**src/rtl/rcfg_pkg.sv**
```systemverilog
package rcfg_pkg;

    // Command decoder state: which kind of read the bus currently gets.
    typedef enum logic [1:0] {
        MODE_ARRAY = 2'd0,
        MODE_SETUP = 2'd1,
        MODE_IDENT = 2'd2
    } cmd_mode_e;

    // Progress of one bus write cycle through the strobe sampler.
    typedef enum logic [1:0] {
        WR_IDLE  = 2'd0,
        WR_OPEN  = 2'd1,
        WR_SPENT = 2'd2
    } wr_phase_e;

endpackage

```
**src/rtl/rcfg_wr_capture.sv**
```systemverilog
// Samples the bus strobes and emits one commit per write cycle, on the
// first rising edge among we_n, ce_n and adv_n.
module rcfg_wr_capture
    import rcfg_pkg::*;
#(
    parameter int AW  = 16,
    parameter int OPW = 8
) (
    input  logic           clk,
    input  logic           rst_n,
    input  logic           ce_n,
    input  logic           we_n,
    input  logic           adv_n,
    input  logic [AW-1:0]  addr,
    input  logic [OPW-1:0] wdata,
    output logic           commit,
    output logic [AW-1:0]  cap_addr,
    output logic [OPW-1:0] cap_data
);

    typedef struct packed {
        wr_phase_e      phase;
        logic           ce_p;
        logic           we_p;
        logic           adv_p;
        logic [AW-1:0]  a;
        logic [OPW-1:0] d;
    } cap_state_t;

    cap_state_t st_d, st_q;
    logic       rise_any;

    always_comb begin
        st_d       = st_q;
        st_d.ce_p  = ce_n;
        st_d.we_p  = we_n;
        st_d.adv_p = adv_n;
        commit     = 1'b0;
        rise_any   = (ce_n && !st_q.ce_p) || (we_n && !st_q.we_p) ||
                     (adv_n && !st_q.adv_p);
        case (st_q.phase)
            WR_IDLE: begin
                if (!ce_n && !we_n) begin
                    st_d.phase = WR_OPEN;
                    st_d.a     = addr;
                    st_d.d     = wdata;
                end
            end
            WR_OPEN: begin
                if (rise_any) begin
                    // held snapshot is the last sample before the strobe rose
                    commit     = 1'b1;
                    st_d.phase = WR_SPENT;
                end else begin
                    st_d.a = addr;
                    st_d.d = wdata;
                end
            end
            WR_SPENT: begin
                if (ce_n && we_n) begin
                    st_d.phase = WR_IDLE;
                end
            end
            default: st_d.phase = WR_IDLE;
        endcase
    end

    always_ff @(posedge clk or negedge rst_n) begin
        if (!rst_n) begin
            st_q.phase <= WR_IDLE;
            st_q.ce_p  <= 1'b1;
            st_q.we_p  <= 1'b1;
            st_q.adv_p <= 1'b1;
            st_q.a     <= '0;
            st_q.d     <= '0;
        end else begin
            st_q <= st_d;
        end
    end

    assign cap_addr = st_q.a;
    assign cap_data = st_q.d;

endmodule

```
**src/rtl/rcfg_cmd_decode.sv**
```systemverilog
// Command state machine and configuration word storage, plus the
// identifier read path.
module rcfg_cmd_decode
    import rcfg_pkg::*;
#(
    parameter int             AW         = 16,
    parameter int             OPW        = 8,
    parameter logic [OPW-1:0] SETUP_OP   = 8'h60,
    parameter logic [OPW-1:0] CONFIRM_OP = 8'h03,
    parameter logic [OPW-1:0] IDENT_OP   = 8'h90,
    parameter logic [AW-1:0]  ID_ADDR    = 16'h0005
) (
    input  logic           clk,
    input  logic           rst_n,
    input  logic           commit,
    input  logic [AW-1:0]  cap_addr,
    input  logic [OPW-1:0] cap_data,
    input  logic           rd_sel,
    input  logic [AW-1:0]  addr,
    output logic [AW-1:0]  cfg,
    output cmd_mode_e      mode,
    output logic [AW-1:0]  rdata
);

    typedef struct packed {
        cmd_mode_e     mode;
        logic [AW-1:0] cfg;
    } dec_state_t;

    dec_state_t st_d, st_q;

    always_comb begin
        st_d = st_q;
        if (commit) begin
            if (st_q.mode == MODE_SETUP) begin
                // confirm loads the word from the address bus, else abort
                if (cap_data == CONFIRM_OP) begin
                    st_d.cfg = cap_addr;
                end
                st_d.mode = MODE_ARRAY;
            end else if (cap_data == SETUP_OP) begin
                st_d.mode = MODE_SETUP;
            end else if (cap_data == IDENT_OP) begin
                st_d.mode = MODE_IDENT;
            end else begin
                st_d.mode = MODE_ARRAY;
            end
        end
    end

    always_ff @(posedge clk or negedge rst_n) begin
        if (!rst_n) begin
            st_q.mode <= MODE_ARRAY;
            st_q.cfg  <= '1;
        end else begin
            st_q <= st_d;
        end
    end

    assign cfg   = st_q.cfg;
    assign mode  = st_q.mode;
    assign rdata = (rd_sel && st_q.mode == MODE_IDENT && addr == ID_ADDR) ?
                   st_q.cfg : '0;

endmodule

```
**src/rtl/rcfg_lat_timer.sv**
```systemverilog
// Counts clock edges from the address-valid sample of a read access and
// raises data-valid at the configured latency.
module rcfg_lat_timer #(
    parameter int CODE_W   = 3,
    parameter int MAX_LAT  = 7,
    parameter int MIN_CODE = 2
) (
    input  logic              clk,
    input  logic              rst_n,
    input  logic              ce_n,
    input  logic              we_n,
    input  logic              adv_n,
    input  logic              async_sel,
    input  logic [CODE_W-1:0] code,
    output logic              data_valid
);

    localparam int                CNT_W = $clog2(MAX_LAT + 1);
    localparam logic [CODE_W-1:0] MIN_C = CODE_W'(MIN_CODE);
    localparam logic [CNT_W-1:0]  LAT_TOP = CNT_W'(MAX_LAT);

    typedef struct packed {
        logic [CNT_W-1:0] cnt;
        logic             run;
        logic             valid;
    } lat_state_t;

    lat_state_t       st_d, st_q;
    logic [CNT_W-1:0] lat;
    logic [CNT_W-1:0] nxt;

    // reserved, all-ones and out-of-range codes fall back to the longest wait
    function automatic logic [CNT_W-1:0] lat_of(input logic [CODE_W-1:0] c);
        if (c < MIN_C || c == '1 || 32'(c) > MAX_LAT) begin
            return LAT_TOP;
        end
        return CNT_W'(c);
    endfunction

    always_comb begin
        st_d = st_q;
        lat  = lat_of(code);
        nxt  = (st_q.cnt >= lat) ? lat : st_q.cnt + 1'b1;
        if (ce_n) begin
            st_d = '0;
        end else if (!adv_n && we_n) begin
            st_d.cnt   = CNT_W'(1);
            st_d.run   = 1'b1;
            st_d.valid = 1'b0;
        end else if (st_q.run) begin
            st_d.cnt   = nxt;
            st_d.valid = !async_sel && (nxt == lat);
        end
    end

    always_ff @(posedge clk or negedge rst_n) begin
        if (!rst_n) begin
            st_q <= '0;
        end else begin
            st_q <= st_d;
        end
    end

    assign data_valid = st_q.valid;

endmodule

```
**src/rtl/rcfg_cmd_front.sv**
```systemverilog
module rcfg_cmd_front
    import rcfg_pkg::*;
#(
    parameter int             AW         = 16,
    parameter int             OPW        = 8,
    parameter logic [OPW-1:0] SETUP_OP   = 8'h60,
    parameter logic [OPW-1:0] CONFIRM_OP = 8'h03,
    parameter logic [OPW-1:0] IDENT_OP   = 8'h90,
    parameter logic [AW-1:0]  ID_ADDR    = 16'h0005,
    parameter int             SYNC_BIT   = 15,
    parameter int             CODE_LSB   = 11,
    parameter int             CODE_W     = 3,
    parameter int             MAX_LAT    = 7,
    parameter int             MIN_CODE   = 2
) (
    input  logic           clk,
    input  logic           rst_n,
    input  logic           ce_n,
    input  logic           we_n,
    input  logic           oe_n,
    input  logic           adv_n,
    input  logic [AW-1:0]  addr,
    input  logic [OPW-1:0] data_in,
    output logic [AW-1:0]  data_out,
    output logic           data_valid
);

    logic           commit_w;
    logic [AW-1:0]  cap_addr_w;
    logic [OPW-1:0] cap_data_w;
    logic [AW-1:0]  cfg_w;
    cmd_mode_e      mode_w;
    logic           rd_sel_w;

    assign rd_sel_w = !ce_n && !oe_n && we_n;

    rcfg_wr_capture #(
        .AW  (AW),
        .OPW (OPW)
    ) u_cap (
        .clk      (clk),
        .rst_n    (rst_n),
        .ce_n     (ce_n),
        .we_n     (we_n),
        .adv_n    (adv_n),
        .addr     (addr),
        .wdata    (data_in),
        .commit   (commit_w),
        .cap_addr (cap_addr_w),
        .cap_data (cap_data_w)
    );

    rcfg_cmd_decode #(
        .AW         (AW),
        .OPW        (OPW),
        .SETUP_OP   (SETUP_OP),
        .CONFIRM_OP (CONFIRM_OP),
        .IDENT_OP   (IDENT_OP),
        .ID_ADDR    (ID_ADDR)
    ) u_dec (
        .clk      (clk),
        .rst_n    (rst_n),
        .commit   (commit_w),
        .cap_addr (cap_addr_w),
        .cap_data (cap_data_w),
        .rd_sel   (rd_sel_w),
        .addr     (addr),
        .cfg      (cfg_w),
        .mode     (mode_w),
        .rdata    (data_out)
    );

    rcfg_lat_timer #(
        .CODE_W   (CODE_W),
        .MAX_LAT  (MAX_LAT),
        .MIN_CODE (MIN_CODE)
    ) u_lat (
        .clk        (clk),
        .rst_n      (rst_n),
        .ce_n       (ce_n),
        .we_n       (we_n),
        .adv_n      (adv_n),
        .async_sel  (cfg_w[SYNC_BIT]),
        .code       (cfg_w[CODE_LSB +: CODE_W]),
        .data_valid (data_valid)
    );

endmodule

```
**config.mk**
```make
export PLATFORM = sky130hd
export DESIGN_NAME = rcfg_cmd_front
export DESIGN_NICKNAME = d
export VERILOG_FILES = /design/src/rtl/rcfg_pkg.sv /design/src/rtl/rcfg_wr_capture.sv /design/src/rtl/rcfg_cmd_decode.sv /design/src/rtl/rcfg_lat_timer.sv /design/src/rtl/rcfg_cmd_front.sv
export SDC_FILE = /design/constraint.sdc
export NUM_CORES = 1
export LEC_CHECK = 0
export BUFFER_PORTS_ARGS = -buffer_cell sky130_fd_sc_hd__buf_2
export CAP_MARGIN = 20
export CORE_MARGIN = 2
export CORE_UTILIZATION = 45
export CTS_CLUSTER_SIZE = 20
export DETAILED_ROUTE_END_ITERATION = 16
export PLACE_DENSITY = 0.7
export SYNTH_ARGS = -nofsm -noshare
export SYNTH_HDL_FRONTEND = slang
export SYNTH_SLANG_ARGS = --single-unit
```
**constraint.sdc**
```tcl
create_clock -name clk -period 6.3 [get_ports clk]
set_clock_uncertainty 0.15 [all_clocks]
set_input_delay 0.63 -clock clk [delete_from_list [all_inputs] [get_ports clk]]
set_output_delay 0.63 -clock clk [all_outputs]
set_load 0.005 [all_outputs]
```
==> impl_metrics.toml <==
[outcome]
outcome = "complete, no violations"

[global_route]
grt_pass1_vias = 1576
grt_start_max_net_pins = 53
busiest_layer = "met2"
grt_use_total_pct = 15.4
grt-ovfl-total = 0
use_met3_pct = 4.60
use_met1_pct = 20.8
grt_pass1_wl_um = 7420
grt_use_met2_pct = 24.3
antenna_found_initial = 0

[synth]
synth.area.top_cells = "dfrtp_1 (33%), dfstp_2 (20%), mux2_2 (14%)"
synth_ff_type = "dfrtp_1"
mappedNetlistArea_um2 = 2490
synth_edf_count = 0
async_flop_share_pct = 100
synthTopCellsByCount = "dfrtp_1 (33), mux2_2 (31), dfstp_2 (19)"
syn_avg_cell_area_um2 = 13.1
synth-seq-cells = 52
synthDistinctLibCells = 38
yosys.area.top_type = "dfrtp_1"
synth_fp_nets = 225
synth.most_common_cell = "dfrtp_1"
synth_top_area_share_pct = 33.1
synthCells = 191
yosys_warnings = 0
ys_seq_area_share_pct = 53.1

[setup_path]
cp_cell_sequence = "buf_2 > nor4b_1 > nand3_1 > nor2_1 > and2_1 > buf_2"
cp_common_cell = "buf_2"
crit_family = "simple AND/OR/NAND/NOR gates"
arrival_ns = 2.36
r2r_end = "u_lat.st_q[3]$_DFFE_PN0P_"
path_max_fanout = 16
critPathLaunchType = "input port"
slowest_stage = "nor2_1"
crit_start = "addr[1]"
slowest_delay_ns = 0.60
critical_path_class = "input port to primary output"
rrSetupSlack_ns = 3.66
r2r_cells = 7
required_ns = 5.52
regToRegStartpoint = "u_dec.cfg[12]$_DFFE_PN1P_"
endpoint_kind = "primary output"
path_buf_inv = 2

[sta]
relSlewSlack_pct = 51.3
fin_tns_setup_ns = 0
fmax_ghz = 0.319
worst-slew-pin-transition_ns = 0.728
fin_crit_sh_pct = 49.8
hold_viol = 0
setup_viol = 0
whs_ns = 0.281
min_period_ns = 3.14
timing_max_transition_violations_final = 0
rsz0062_at_grt = "no"

[placement]
placed_area_um2 = 2800
post-place-cells = 307
gp_congestion = 0.772
dp.final_hpwl_um = 3160
port_buffers = 46

[clocking]
cts_inserted_buffers = 5
postCtsHoldBufs = 0
cts.clk_slew.worst_paths_ns = 0.09
cts_sinks = 52
htreeDepth = 2
cts_resized = 0
cts_setup_buffers = 0
clk_latency_ns = 0.30
cts_tree = "done"
clock_path_buffers = 2
root_buffer = "clkbuf_8"

[pwr]
p_sw_share_pct = 27.1
ir_worst_vdd_mv = 0.224
seqPwrFrac_pct = 56.1
intPower_mw = 0.622
p_per_area_nw_per_um2 = 295
power_mw = 0.854
combPwrFrac_pct = 21.2
p_leak_nw = 1.33
clkPwrFrac_pct = 22.8
power.switching_mw = 0.231

[route]
wire_per_inst_um = 14.1
drtPass1Iterations = 4
routed_wl_um = 4430
drt_first_iter_violations = 54
via_per_inst = 5.15
drtAntennaViolNets = 0
drc = 0
vias = 1621

[min_path]
hold_class = "input port to async pin"

[cells_and_area]
drive_gt1_share_pct = 51.4
layout.nets = 276
final_area_um2 = 2900
stdcell_count = 315
diodes = 0
syn_to_final_growth_pct = 16.1

[floorplan]
die_w_um = 78.5
design.core.area_um2 = 5440
start_util_pct = 45.9
io_pins = 47
fp-row-count = 27
dieArea_um2 = 6160
chipHeight_um = 78.5

[flow_run]
max_cap_violations = 0
metrics by stage:
step           util (%)  worst slack, ns
6_report           53.3             3.16
5_1_grt            53.3             2.91
4_1_cts            53.3             3.16
2_1_floorplan         -             3.85
3_5_place_dp       51.6             3.18
3_3_place_gp       51.6             3.12
state kept, by name (all words and copies together) (netlist names):
signal	count
u_cap.cap_addr	16
u_dec.cfg	16
u_cap.cap_data	8
u_cap.st_q	5
u_lat.st_q	4
u_dec.mode	2
u_lat.data_valid	1
layout make-up:
type	count	area [µm²]
clock buffers	7	86.3
clock inverters	1	7.51
fillers	495	2540
inverters	4	15.0
multi-input cells	130	1120
flip-flops and latches	52	1330
well taps	72	90.1
repair buffers	49	253
worst register-to-register path, delay by kind of cell, from the launching register on:
kind                       cells  cell delay, ns
DFF                            1            0.59
muxes                          1            0.39
AOI/OAI and AO/OA              4            0.99
and+or+nand+nor                1            0.14
adders and majority gates      1            0.30
kinds of logic after synthesis:
logic type | share of synthesized area (%)
flops | 53.1
mux | 20.8
fa+ha+maj | 2.01
compound gates | 4.11
buf+inv | 1.96
xor+xnor | 0.702
simple gates | 17.3
placed cells by master (no fill, tap or decap), types with 5 or more instances in the layout:
cell / instances
nor2_1: 7
and2_1: 16
buf_2: 46
dfstp_2: 19
clkbuf_8: 6
dfrtp_1: 33
nand2_1: 8
mux2_4: 10
mux2_2: 31
nor4_1: 7
nand3_1: 5
metal layers:
| metal | share of wire (%) | routed length (µm) | vias up |
|---|---|---|---|
| met2 | 47 | 2080 | 32 |
| met3 | 4.9 | 217 | 7 |
| li1 | - | - | 790 |
| met1 | 47 | 2080 | 792 |
| met4 | 1.2 | 51 | 0 |
| met5 | 0 | 0 | - |
power groups by stage:
| stage | Sequential [mW] | Clock (mW) | Combinational, mW |
|---|---|---|---|
| after floorplan | 0.469 | 0 | 0.147 |
| after global routing | 0.490 | 0.213 | 0.200 |
| after CTS | 0.480 | 0.203 | 0.184 |
| final | 0.479 | 0.194 | 0.181 |
| after global placement | 0.481 | 0 | 0.178 |
| after detailed placement | 0.487 | 0 | 0.184 |
how the worst max path moves through the flow:
stage | to | cells after the start
floorplan | data_out[10] | 6
CTS | data_out[5] | 6
global route | data_out[1] | 6
detailed placement | data_out[5] | 6
finish | data_out[5] | 6
global placement | data_out[5] | 6
No activity file was read; power rests on OpenSTA's default activity.
